## src/rtl/kloop_pkg.sv

```systemverilog
// Shared sizing for the power-of-two loop counter.
// Assumes the modulus code width sets the deepest counter:
// the largest code plus the fixed base stage count.
package kloop_pkg;
    localparam int KL_CODE_W      = 4;
    localparam int KL_BASE_STAGES = 2;

    // Number of count bits needed for the largest code.
    function automatic int kl_state_width(input int code_w, input int base);
        return (1 << code_w) - 1 + base;
    endfunction
endpackage

```

## src/rtl/kloop_mask_dec.sv

```systemverilog
// Turns a modulus code into a bit mask over the count register.
// Bit i is set when code is non-zero and i < code + BASE_STAGES.
// Assumes STATE_W covers the largest code; code 0 gives an all-zero mask.
module kloop_mask_dec #(
    parameter int CODE_W      = 4,
    parameter int BASE_STAGES = 2,
    parameter int STATE_W     = 17
) (
    input  logic [CODE_W-1:0]  code,
    output logic [STATE_W-1:0] mask,
    output logic               active
);
    localparam int CODE_MAX = (1 << CODE_W) - 1;

    // active: any non-zero code lets the counter run
    assign active = (code != '0);

    // One enable bit per count stage
    for (genvar i = 0; i < STATE_W; i++) begin : g_stage
        assign mask[i] = active && ((int'(code) + BASE_STAGES) > i);
    end

    // Static check that the register is wide enough for the top code
    if (STATE_W < CODE_MAX + BASE_STAGES) begin : g_bad_width
        initial $error("kloop_mask_dec: STATE_W too small for CODE_W");
    end
endmodule

```

## src/rtl/kloop_count_core.sv

```systemverilog
// Up/down count register, limited to the stages selected by a mask.
// A step is taken when step_ok is high. The value is re-masked on every
// step, so narrowing the mask keeps only the low bits of the old value.
// Assumes the mask is contiguous from bit 0 whenever step_ok is high.
module kloop_count_core #(
    parameter int STATE_W = 17
) (
    input  logic               clk,
    input  logic               rst_n,
    input  logic               step_ok,
    input  logic               go_down,
    input  logic [STATE_W-1:0] mask,
    output logic               wrap_up,
    output logic               wrap_down
);
    logic [STATE_W-1:0] cnt_q;
    logic [STATE_W-1:0] cnt_eff;
    logic [STATE_W-1:0] cnt_nxt;

    // Wrap detection and next value from the masked count
    always_comb begin
        cnt_eff   = cnt_q & mask;
        wrap_up   = step_ok && !go_down && (cnt_eff == mask);
        wrap_down = step_ok &&  go_down && (cnt_eff == '0);
        if (go_down) begin
            cnt_nxt = (cnt_eff - 1'b1) & mask;
        end else begin
            cnt_nxt = (cnt_eff + 1'b1) & mask;
        end
    end

    // Count register: cleared on reset, updated only on accepted steps
    always_ff @(posedge clk) begin
        if (!rst_n) begin
            cnt_q <= '0;
        end else if (step_ok) begin
            cnt_q <= cnt_nxt;
        end
    end
endmodule

```

## src/rtl/kloop_pulse_reg.sv

```systemverilog
// Registers the wrap flags into one-cycle carry and borrow pulses.
// Assumes each wrap flag is high for at most the one cycle of its step.
module kloop_pulse_reg (
    input  logic clk,
    input  logic rst_n,
    input  logic wrap_up,
    input  logic wrap_down,
    output logic carry_q,
    output logic borrow_q
);
    // Output registers: each pulse follows the step edge by one cycle
    always_ff @(posedge clk) begin
        if (!rst_n) begin
            carry_q  <= 1'b0;
            borrow_q <= 1'b0;
        end else begin
            carry_q  <= wrap_up;
            borrow_q <= wrap_down;
        end
    end
endmodule

```

## src/rtl/kloop_counter.sv

```systemverilog
// Top of the programmable power-of-two up/down loop counter.
// Counts on clock edges where k_step and cnt_en are both high, upward when
// dir_down is low. Gives one-cycle carry/borrow pulses on wraps.
// Code 0 inhibits counting.
// Assumes all inputs are synchronous to clk.
module kloop_counter
    import kloop_pkg::*;
#(
    parameter int CODE_W      = KL_CODE_W,
    parameter int BASE_STAGES = KL_BASE_STAGES
) (
    input  logic              clk,
    input  logic              rst_n,
    input  logic              k_step,
    input  logic              cnt_en,
    input  logic              dir_down,
    input  logic [CODE_W-1:0] mod_code,
    output logic              carry_pulse,
    output logic              borrow_pulse
);
    localparam int STATE_W = kl_state_width(CODE_W, BASE_STAGES);

    logic [STATE_W-1:0] stage_mask;
    logic               code_active;
    logic               step_ok;
    logic               wrap_up;
    logic               wrap_down;

    kloop_mask_dec #(
        .CODE_W      (CODE_W),
        .BASE_STAGES (BASE_STAGES),
        .STATE_W     (STATE_W)
    ) u_mask (
        .code   (mod_code),
        .mask   (stage_mask),
        .active (code_active)
    );

    // step_ok: strobe, enable and a non-zero code all required
    assign step_ok = k_step && cnt_en && code_active;

    kloop_count_core #(
        .STATE_W (STATE_W)
    ) u_core (
        .clk       (clk),
        .rst_n     (rst_n),
        .step_ok   (step_ok),
        .go_down   (dir_down),
        .mask      (stage_mask),
        .wrap_up   (wrap_up),
        .wrap_down (wrap_down)
    );

    kloop_pulse_reg u_pulse (
        .clk       (clk),
        .rst_n     (rst_n),
        .wrap_up   (wrap_up),
        .wrap_down (wrap_down),
        .carry_q   (carry_pulse),
        .borrow_q  (borrow_pulse)
    );
endmodule

```

## config.mk

```make
export PLATFORM = sky130hd
export DESIGN_NAME = kloop_counter
export DESIGN_NICKNAME = d
export VERILOG_FILES = /design/src/rtl/kloop_pkg.sv /design/src/rtl/kloop_mask_dec.sv /design/src/rtl/kloop_count_core.sv /design/src/rtl/kloop_pulse_reg.sv /design/src/rtl/kloop_counter.sv
export SDC_FILE = /design/constraint.sdc
export NUM_CORES = 1
export LEC_CHECK = 0
export ABC_AREA = 1
export CAP_MARGIN = 40
export CORE_ASPECT_RATIO = 0.5
export CORE_UTILIZATION = 25
export DETAILED_ROUTE_END_ITERATION = 6
export DONT_BUFFER_PORTS = 1
export PLACE_DENSITY_LB_ADDON = 0.15
export SYNTH_ARGS = -nofsm -noshare
export SYNTH_HDL_FRONTEND = slang
export SYNTH_HIERARCHICAL = 1
export SYNTH_SLANG_ARGS = --single-unit
```

## constraint.sdc

```tcl
create_clock -name clk -period 7.4 [get_ports clk]
set_clock_uncertainty 0.05 [all_clocks]
set_input_delay 1.11 -clock clk [delete_from_list [all_inputs] [get_ports clk]]
set_output_delay 1.11 -clock clk [all_outputs]
set_load 0.05 [all_outputs]
```

==> results of run 1 <==
-- metal layers --
metal	vias up	global-route usage (%)	wire length, µm
met4	0	3.30	103
met3	10	2.34	250
li1	1301	-	-
met2	38	24.1	2770
met5	-	0	0
met1	1040	23.0	3810
-- through the flow --
stage | utilization, % | total power, mW | instance area [µm²] | setup slack [ns]
after global routing | 28.7 | 0.358 | 2530 | 3.69
after floorplan | - | 0.191 | 2300 | 4.28
after CTS | 28.7 | 0.339 | 2530 | 4.12
after detailed placement | 27.8 | 0.218 | 2450 | 3.85
after global placement | 27.6 | 0.218 | 2430 | 3.82
final | 28.7 | 0.334 | 2530 | 4.11
-- kinds of logic (layout without fill, tap and decap cells) --
family | Yosys count | after routing
DFF | 19 | 19
and+or+nand+nor | 214 | 214
xor gates and xnor gates | 2 | 2
adders and majority gates | 19 | 19
AOI/OAI and AO/OA | 58 | 58
buffers and inverters | 107 | 109
-- registers in the layout, summed over array words and instances, names as in the netlist --
name	flops
u_core/cnt_q	17
u_pulse/borrow_q	1
u_pulse/carry_q	1
-- synth_stat cells --
cell type / count / area share, %
nand2_1: 142 / 23
inv_1: 101 / 17
a21oi_1: 31 / 6.8
nor2_1: 21 / 3.4
nand3_1: 20 / 4.4
dfxtp_1: 19 / 17
ha_1: 18 / 9.8
o21ai_0: 13 / 2.8
nand2_2: 10 / 2.7
nand3b_1: 7 / 2.3
o22ai_1: 5 / 1.4
nor3_1: 4 / 0.87
a221oi_1: 3 / 1.1
clkbuf_1: 3 / 0.49
a211oi_1: 2 / 0.65
inv_2: 2 / 0.33
nand3_2: 2 / 0.87
nand4_1: 2 / 0.54
nor3_2: 2 / 0.87
nor4_1: 2 / 0.54
o21bai_1: 2 / 0.65
a21boi_1: 1 / 0.33
clkinv_1: 1 / 0.16
fa_1: 1 / 0.87
nor2_2: 1 / 0.27
o2111ai_1: 1 / 0.38
or2_4: 1 / 0.38
xnor2_1: 1 / 0.38
xor2_1: 1 / 0.38
-- tightest hold or removal path, stage by stage (launching register included) --
cell and delay [ns]:
dfxtp_1 0.32, nand2_1 0.06, a21oi_1 0.06
-- final timing paths --
path / start / endpoint / slack, ns / cells after the start
max: mod_code[1] / u_core/cnt_q[13] / 4.11 / 20
min: u_core/cnt_q[13] / u_core/cnt_q[13] / 0.44 / 2
max reg2reg: u_core/cnt_q[6] / u_core/cnt_q[13] / 5.54 / 12
min reg2reg: u_core/cnt_q[13] / u_core/cnt_q[13] / 0.44 / 2
-- layout make-up --
class | instances | area [µm²]
Inverter | 104 | 390
Tap cell | 117 | 146
Timing Repair Buffer | 1 | 15.0
Clock inverter | 1 | 5.00
Multi-Input combinational cell | 293 | 1510
Fill cell | 1021 | 6270
Sequential cell | 19 | 380
Clock buffer | 3 | 75.1
-- power groups by stage --
| stage | clock network [mW] | registers [mW] | logic [mW] |
|---|---|---|---|
| after floorplan | 0 | 0.112 | 0.0785 |
| after global placement | 0 | 0.113 | 0.105 |
| after detailed placement | 0 | 0.113 | 0.104 |
| after CTS | 0.123 | 0.111 | 0.105 |
| after global routing | 0.126 | 0.111 | 0.120 |
| final | 0.118 | 0.111 | 0.105 |
==> results.py, run 1 <==
metrics = {
    "run_status": {
        "status": "complete, no violations",
    },
    "clocking": {
        "clk_pin_slew_ns": 0.06,
        "clock_tree.root_cell": "clkbuf_16",
        "cts_resized": 0,
        "clock-sinks": 19,
        "post_cts_buffers": 0,
        "cts_buffers": 3,
        "cts_tree": "built",
        "worstSkewPairLatency_ns": 0.26,
        "cts_buffer_depth": 2,
        "holdBufCountCts": 0,
        "cts.htree.levels": 1,
    },
    "floorplan": {
        "dieWidth_um": 138,
        "die_h_um": 69.8,
        "rows": 24,
        "io-pin-count": 11,
        "core_um2": 8800,
        "die_area_um2": 9590,
        "initial_core_util_pct": 26.1,
    },
    "layout": {
        "antenna_cells": 0,
        "final_common_cell": "nand2_1",
        "layout-drive-gt1-share_pct": 5.46,
        "area_growth_syn_to_layout_pct": 10.0,
        "instances_no_fill": 538,
        "final_cell_mix": "142 x nand2_1, 101 x inv_1, 31 x a21oi_1, 21 x nor2_1, 20 x nand3_1",
        "fin_nets": 450,
    },
    "pwr": {
        "p_per_area_nw_per_um2": 132,
        "pwr-share-clk_pct": 35.4,
        "internal-power_uw": 214,
        "vdd_drop_max_v": 0.0000750,
        "power_frac_comb_pct": 31.4,
        "p_seq_share_pct": 33.2,
        "leakage_nw": 1.53,
        "p_sw_uw": 120,
        "switching_share_pct": 35.8,
    },
    "worst_setup_path": {
        "worst-path-max-fanout": 7,
        "crit_path_end_kind": "flip-flop",
        "crit_arrival_ns": 3.42,
        "cp.required_ns": 7.53,
        "worstPathCellList": "ha_1 > inv_1 > nand2_1 > nand2_1 > nand2_1 > nand2_1 > nand2_1 > nor2_1 > nand2_1 > inv_1 > ha_1 > nand2_2 > inv_1 > nand2_1 > nand2_1 > a21oi_1 > nand2_1 > nand2_1 > nand3_1 > a21oi_1",
        "cp_top_family": "simple AND/OR/NAND/NOR gates",
        "criticalPathCategory": "in -> reg",
        "worstSetupStartpointType": "primary input",
        "path_buf_inv": 3,
        "cpPeakStageDelay_ns": 0.31,
        "cpMaxStageDelayCell": "ha_1",
        "crit_top_cell": "nand2_1",
    },
    "sta": {
        "slew_violations": 0,
        "fin_crit_ns": 3.29,
        "hold_viol": 0,
        "grt_setup_unrepaired": "false",
        "setup_viol": 0,
        "max_freq_ghz": 0.304,
        "slew_headroom_pct": 67.2,
        "fin_crit_sh_pct": 44.4,
        "setup_tns_ns": 0,
        "worstMarginPinSlew_ns": 0.491,
        "hold_slack_ns": 0.437,
    },
    "drt": {
        "wirelength_um": 6940,
        "drc": 0,
        "wl_per_cell_um": 12.9,
        "drt-initial-drc-count": 116,
        "drtPass1Iterations": 4,
        "vias_per_cell": 4.44,
        "ant_nets": 0,
        "via_count": 2389,
    },
    "synth": {
        "yosys_register_bits": 19,
        "synth_xor_area_share_pct": 0.763,
        "synth_nets": 447,
        "synthSimpleGateAreaFrac_pct": 40.4,
        "ys_warn_count": 6,
        "syn_area_um2": 2300,
        "ys_seq_area_share_pct": 16.6,
        "synth_cell_types": 29,
        "syn_area_per_cell_um2": 5.48,
        "muxShareOfSynthArea_pct": 0,
        "synth_top_family_by_area": "simple AND/OR/NAND/NOR gates",
        "syn_inst": 419,
        "synthAdderAreaFrac_pct": 10.7,
        "synth_compound_area_share_pct": 14.1,
    },
    "place": {
        "gp_congestion": 0.773,
        "dp.cells": 534,
        "io_buffer_count": 0,
        "hpwl_um": 5750,
    },
    "worst_hold_path": {
        "hold_class": "reg -> reg",
    },
    "global_route": {
        "grt_pass1_vias": 2327,
        "grt_max_degree": 19,
        "grt_overflow": 0,
        "antenna_found_initial": 0,
        "grt_pass1_wl_um": 11700,
        "track_usage_pct": 15.7,
    },
    "job": {
        "max_cap_viol_count": 0,
    },
}
Note: power is estimated with default switching activity, not from simulation.
==> run 2: changes to the inputs <==
ABC_AREA = 0   (was 1)
clock period = 2.8 ns   (was 7.4 ns; I/O delays follow)
==> run 2 against run 1 <==
Against the previous run: sequential share of layout area down 4.4 points; largest power group is now combinational cells; synthesized cell count decreased by 23%; routed wire length up 20%; core utilization up 8.7 points.
==> results.py, run 2 <==
metrics = {
    "run_status": {
        "status": "complete, no violations",
    },
    "worst_setup_path": {
        "worst-path-max-fanout": 13,
        "path_buf_inv": 1,
        "worstSetupStartpointType": "primary input",
        "crit_path_end_kind": "flip-flop",
        "crit_top_cell": "a211oi_4",
        "criticalPathCategory": "in -> reg",
        "cp_top_family": "compound AO/OA/AOI/OAI gates",
        "worst_r2r_startpoint": "u_core/cnt_q[0]",
        "crit_start": "mod_code[1]",
        "crit_arrival_ns": 2.83,
        "cpMaxStageDelayCell": "fa_2",
        "cp.required_ns": 2.89,
        "cpPeakStageDelay_ns": 0.43,
        "worstPathCellList": "ha_4 > or2_4 > a21oi_4 > nor2_2 > and2_4 > fa_2 > a211oi_4 > o21ai_2 > a211oi_4 > buf_4 > a2bb2oi_2 > a211oi_2",
    },
    "layout": {
        "num-fill-cells": 996,
        "multi_input_area_um2": 2180,
        "final_common_cell": "buf_4",
        "largest_reg_flops": 17,
        "final_cell_mix": "85 x buf_4, 21 x inv_1, 19 x a21oi_1, 19 x dfxtp_1",
        "area_growth_syn_to_layout_pct": 44.3,
        "seq_area_um2": 380,
        "top_regs": "u_core/cnt_q: 17 flops, u_pulse/borrow_q: 1 flops, u_pulse/carry_q: 1 flops",
        "largest_register": "u_core/cnt_q",
        "antenna_cells": 0,
        "final_area_um2": 3560,
        "layout-drive-gt1-share_pct": 37.5,
        "fin_nets": 429,
    },
    "pwr": {
        "power_mw": 1.05,
        "internal-power_uw": 704,
        "switching_share_pct": 32.9,
        "p_per_area_nw_per_um2": 294,
        "p_sw_uw": 345,
        "leakage_nw": 1.46,
        "power_frac_comb_pct": 42.0,
        "vdd_drop_max_v": 0.000162,
        "p_seq_share_pct": 28.1,
        "pwr-share-clk_pct": 29.9,
    },
    "global_route": {
        "grt.busiest_layer": "met2",
        "grt_pass1_wl_um": 13200,
        "grt_overflow": 0,
        "antenna_found_initial": 0,
        "grt_pass1_vias": 2637,
        "grt_max_degree": 37,
        "met1_usage_pct": 23.6,
        "track_usage_pct": 16.6,
        "use_met2_pct": 28.0,
        "met3_usage_pct": 1.45,
    },
    "floorplan": {
        "core_um2": 9510,
        "rows": 25,
        "io-pin-count": 11,
        "die_area_um2": 10300,
        "die_h_um": 72.2,
        "dieWidth_um": 142,
        "initial_core_util_pct": 25.9,
    },
    "sta": {
        "fin_crit_ns": 2.74,
        "setup_tns_ns": 0,
        "max_freq_ghz": 0.364,
        "hold_viol": 0,
        "slew_violations": 0,
        "worstMarginPinSlew_ns": 0.681,
        "hold_slack_ns": 0.241,
        "fin_crit_sh_pct": 98.0,
        "setup_viol": 0,
        "slew_headroom_pct": 54.6,
    },
    "clocking": {
        "cts_buffers": 3,
        "clock-sinks": 19,
        "cts.htree.levels": 1,
        "cts_buffer_depth": 2,
        "cts_tree": "built",
        "clk_pin_slew_ns": 0.06,
        "worstSkewPairLatency_ns": 0.26,
        "clock_tree.root_cell": "clkbuf_16",
    },
    "job": {
        "max_cap_viol_count": 0,
    },
    "drt": {
        "wirelength_um": 8330,
        "drc": 0,
        "wl_per_cell_um": 15.6,
        "vias_per_cell": 5.10,
        "drt-initial-drc-count": 137,
        "via_count": 2728,
        "ant_nets": 0,
        "drtPass1Iterations": 4,
    },
    "synth": {
        "syn_area_um2": 2470,
        "yosys-top-cells-count": "23 x inv_1, 22 x a21oi_1, 19 x and2_1, 19 x dfxtp_1, 18 x ha_1",
        "synth_cell_types": 69,
        "syn_inst": 324,
        "yosys_register_bits": 19,
        "syn_area_per_cell_um2": 7.61,
        "synth_top_cell_area_share_pct": 15.4,
        "netlist_top_cells_area": "dfxtp_1 15%, ha_1 9.1%, and2_1 4.8%",
        "ys_async_sr_fraction_pct": 0,
        "ys_warn_count": 6,
        "ys_seq_area_share_pct": 15.4,
        "yosysMostFrequentCell": "inv_1",
        "synth_nets": 352,
        "synth_edf_count": 0,
        "synthFlopType": "dfxtp_1",
        "synth_top_area_cell": "dfxtp_1",
    },
    "place": {
        "post_dp_cell_area_um2": 3250,
        "hpwl_um": 6550,
        "io_buffer_count": 0,
        "gp_congestion": 0.886,
    },
    "worst_hold_path": {
        "hp-start": "rst_n",
        "hold_class": "in -> reg",
    },
}
## run 2: layer usage
layer  up-vias  share of wire, %
met1      1309                50
met2        49                46
met4         0              0.26
met3         2               3.7
li1       1368                 -
met5         -                 0
## run 2: final timing paths
check                                   endpoint  slack (ns)  depth (start not counted)
worst max-delay path            u_core/cnt_q[16]        0.06                         12
worst min-delay path            u_pulse/borrow_q        0.24                          1
worst max register to register  u_core/cnt_q[16]        0.56                          8
worst min register to register   u_core/cnt_q[4]        0.45                          2
## run 2: cell families after synthesis
kind of cell | after synthesis | synth area share, %
buffers and inverters | 39 | 6.90
AND/OR/NAND/NOR | 139 | 35.3
flip-flops | 19 | 15.4
AO/OA/AOI/OAI | 101 | 29.7
XOR/XNOR | 7 | 2.79
adder cells (fa/ha/maj) | 19 | 9.94
## run 2: final cells by class
type / instances / area share, %
timing repair buffer: 87 / 18.4
multi-input combinational: 266 / 61.2
sequential: 19 / 10.7
tap: 135 / 4.75
clock buffer: 4 / 2.21
inverter: 24 / 2.74
## run 2: timing repair
item / in CTS / in global routing
setup endpoints to repair: 8 / 11
pin swaps: 3 / 9
hold buffers: 0 / 0
resized for setup: 10 / 27
setup buffers: 1 / 3
gates cloned: 0 / 1
## run 2: stage by stage
stage	setup slack, ns	cells	utilization [%]
finish	0.0563	535	37.4
global route	-0.0235	535	37.4
CTS	0.00457	531	35.5
detailed placement	-0.450	526	34.2
global placement	-0.430	526	34.2
floorplan	-0.224	324	-
## run 2: power by group through the flow
| stage | logic, mW | registers (mW) | clock network [mW] |
|---|---|---|---|
| 2_1_floorplan | 0.244 | 0.297 | 0 |
| 3_3_place_gp | 0.393 | 0.300 | 0 |
| 3_5_place_dp | 0.392 | 0.301 | 0 |
| 4_1_cts | 0.405 | 0.295 | 0.321 |
| 5_1_grt | 0.480 | 0.296 | 0.334 |
| 6_report | 0.441 | 0.295 | 0.313 |
==> run 3: changes to the inputs <==
SETUP_SLACK_MARGIN = 0.15   (was unset)
==> run 3 against run 2 <==
Against the previous run: final cell count rose by 2.1%; global-route usage rose by 1.3 points; highest routed layer unchanged; combinational power rose by 11%; sequential cell count did not move; die area did not move; core utilization rose by 2.9 points; register-to-register slack barely moved; count of clock-buffer cells in the layout fell by 1.
==> results.py, run 3 (synthesis results as in run 2) <==
metrics = {
    "worst_setup_path": {
        "worst-path-max-fanout": 14,
        "cp.required_ns": 2.88,
        "reg2reg_depth": 8,
        "path_buf_inv": 2,
        "criticalPathCategory": "in -> reg",
        "worst_r2r_startpoint": "u_core/cnt_q[0]",
        "reg2reg_to": "u_core/cnt_q[16]",
        "r2r_slack_ns": 0.55,
        "cpMaxStageDelayCell": "fa_2",
        "worstPathCellList": "ha_4 > or2_4 > buf_6 > a21oi_4 > nor2_2 > and2_4 > fa_2 > a211oi_4 > o21ai_2 > buf_4 > a211oi_4 > a2bb2oi_1 > a211oi_2",
        "cpPeakStageDelay_ns": 0.39,
        "path_depth": 13,
        "crit_top_cell": "a211oi_4",
        "crit_arrival_ns": 2.88,
        "crit_path_end_kind": "flip-flop",
        "worstSetupStartpointType": "primary input",
        "cp_top_family": "compound AO/OA/AOI/OAI gates",
    },
    "worst_hold_path": {
        "hp-start": "rst_n",
        "hold_end": "u_pulse/borrow_q",
        "min_path_cells": 1,
        "hold_class": "in -> reg",
    },
    "sta": {
        "grt_setup_unrepaired": "true",
        "slew_violations": 0,
        "hold_viol": 0,
        "slew_headroom_pct": 57.6,
        "setup_viol": 0,
        "worstMarginPinSlew_ns": 0.636,
        "fin_crit_ns": 2.80,
        "max_freq_ghz": 0.358,
        "setup_tns_ns": 0,
        "fin_crit_sh_pct": 99.9,
    },
    "drt": {
        "wl_per_cell_um": 17.1,
        "drc": 0,
        "via_count": 2820,
        "ant_nets": 0,
        "vias_per_cell": 5.16,
        "wirelength_um": 9360,
        "drtPass1Iterations": 4,
        "drt-initial-drc-count": 206,
    },
    "pwr": {
        "leakage_nw": 1.56,
        "p_per_area_nw_per_um2": 288,
        "vdd_drop_max_v": 0.000151,
    },
    "floorplan": {
        "die_h_um": 72.2,
        "core_um2": 9510,
        "rows": 25,
        "initial_core_util_pct": 25.9,
        "die_area_um2": 10300,
        "io-pin-count": 11,
        "dieWidth_um": 142,
    },
    "layout": {
        "instances_no_fill": 546,
        "final_common_cell": "buf_4",
        "area_growth_syn_to_layout_pct": 55.4,
        "num-fill-cells": 960,
        "final_area_um2": 3830,
        "final_cell_mix": "91 x buf_4, 20 x inv_1, 19 x dfxtp_1, 18 x a21oi_1, 14 x nand3_1",
        "fin_nets": 440,
        "largest_register": "u_core/cnt_q",
        "layout-drive-gt1-share_pct": 43.6,
        "top_regs": "u_core/cnt_q: 17 flops, u_pulse/borrow_q: 1 flops, u_pulse/carry_q: 1 flops",
        "antenna_cells": 0,
        "largest_reg_flops": 17,
    },
    "clocking": {
        "worstSkewPairLatency_ns": 0.26,
        "holdBufCountCts": 0,
        "cts.htree.levels": 1,
        "clock-sinks": 19,
        "cts_buffers": 3,
        "cts_tree": "built",
        "clock_tree.root_cell": "clkbuf_16",
        "clk_pin_slew_ns": 0.06,
        "cts_buffer_depth": 2,
    },
    "job": {
        "max_cap_viol_count": 0,
    },
    "place": {
        "io_buffer_count": 0,
        "post_dp_cell_area_um2": 3260,
        "hpwl_um": 6950,
        "dp.cells": 527,
        "gp_congestion": 0.936,
    },
    "run_status": {
        "status": "complete, no violations",
    },
    "global_route": {
        "grt_overflow": 0,
        "track_usage_pct": 17.9,
        "antenna_found_initial": 0,
        "grt_pass1_wl_um": 14200,
        "grt_pass1_vias": 2679,
        "grt_max_degree": 37,
    },
}
==> run 3: how the worst max path moves through the flow <==
stage                startpoint               end  slack [ns]
finish              mod_code[2]  u_core/cnt_q[16]       0.003
detailed placement  mod_code[1]  u_core/cnt_q[11]       -0.56
CTS                 mod_code[2]  u_core/cnt_q[14]        0.05
global placement    mod_code[1]   u_core/cnt_q[9]       -0.49
global route        mod_code[2]  u_core/cnt_q[16]       -0.09
floorplan           mod_code[1]  u_core/cnt_q[14]       -0.22
==> run 3: power breakdown <==
part	internal, mW	total [mW]	switching (mW)
clock network	0.192	0.316	0.124
registers	0.283	0.297	0.0142
logic	0.256	0.491	0.235
total	0.731	1.10	0.372
==> run 3: what timing repair did <==
item,4_1_cts,5_1_grt
setup buffers,6,9
resized for setup,29,38
endpoints found under the setup margin,13,12
pin swaps,17,21
==> run 3: cell type report <==
| type | instances | area, µm² | share of cell area, % |
|---|---|---|---|
| Clock buffer | 3 | 75.1 | 1.96 |
| Clock inverter | 1 | 5.00 | 0.131 |
| Timing Repair Buffer | 98 | 762 | 19.9 |
| Multi-Input combinational cell | 266 | 2340 | 61.1 |
| Inverter | 24 | 97.6 | 2.55 |
| Tap cell | 135 | 169 | 4.41 |
| Sequential cell | 19 | 380 | 9.93 |
==> run 3: metrics by stage <==
| stage | total power, mW | hold WS [ns] | setup slack (ns) | utilization [%] |
|---|---|---|---|---|
| 3_5_place_dp | 0.694 | 0.434 | -0.559 | 34.2 |
| 5_1_grt | 1.17 | 0.223 | -0.0860 | 40.3 |
| 4_1_cts | 1.05 | 0.228 | 0.0547 | 37.2 |
| 6_report | 1.10 | 0.231 | 0.00294 | 40.3 |
| 3_3_place_gp | 0.693 | 0.426 | -0.493 | 34.2 |
| 2_1_floorplan | 0.541 | 0.407 | -0.223 | - |
==> run 3: metal layers <==
metal / share of wire, % / up-vias / global-route usage (%)
met3: 3.1 / 6 / 1.65
met1: 51 / 1361 / 26.2
met2: 45 / 53 / 28.9
met4: 0.78 / 0 / 3.11
met5: 0 / - / 0
li1: - / 1400 / -
==> run 3: worst reg2reg max path, stage by stage, from the launching register on <==
cell and delay (ns):
dfxtp_1 0.39, and2_4 0.20, fa_2 0.37, a211oi_4 0.26, o21ai_2 0.11, buf_4 0.15
a211oi_4 0.32, a2bb2oi_1 0.23, a211oi_2 0.05
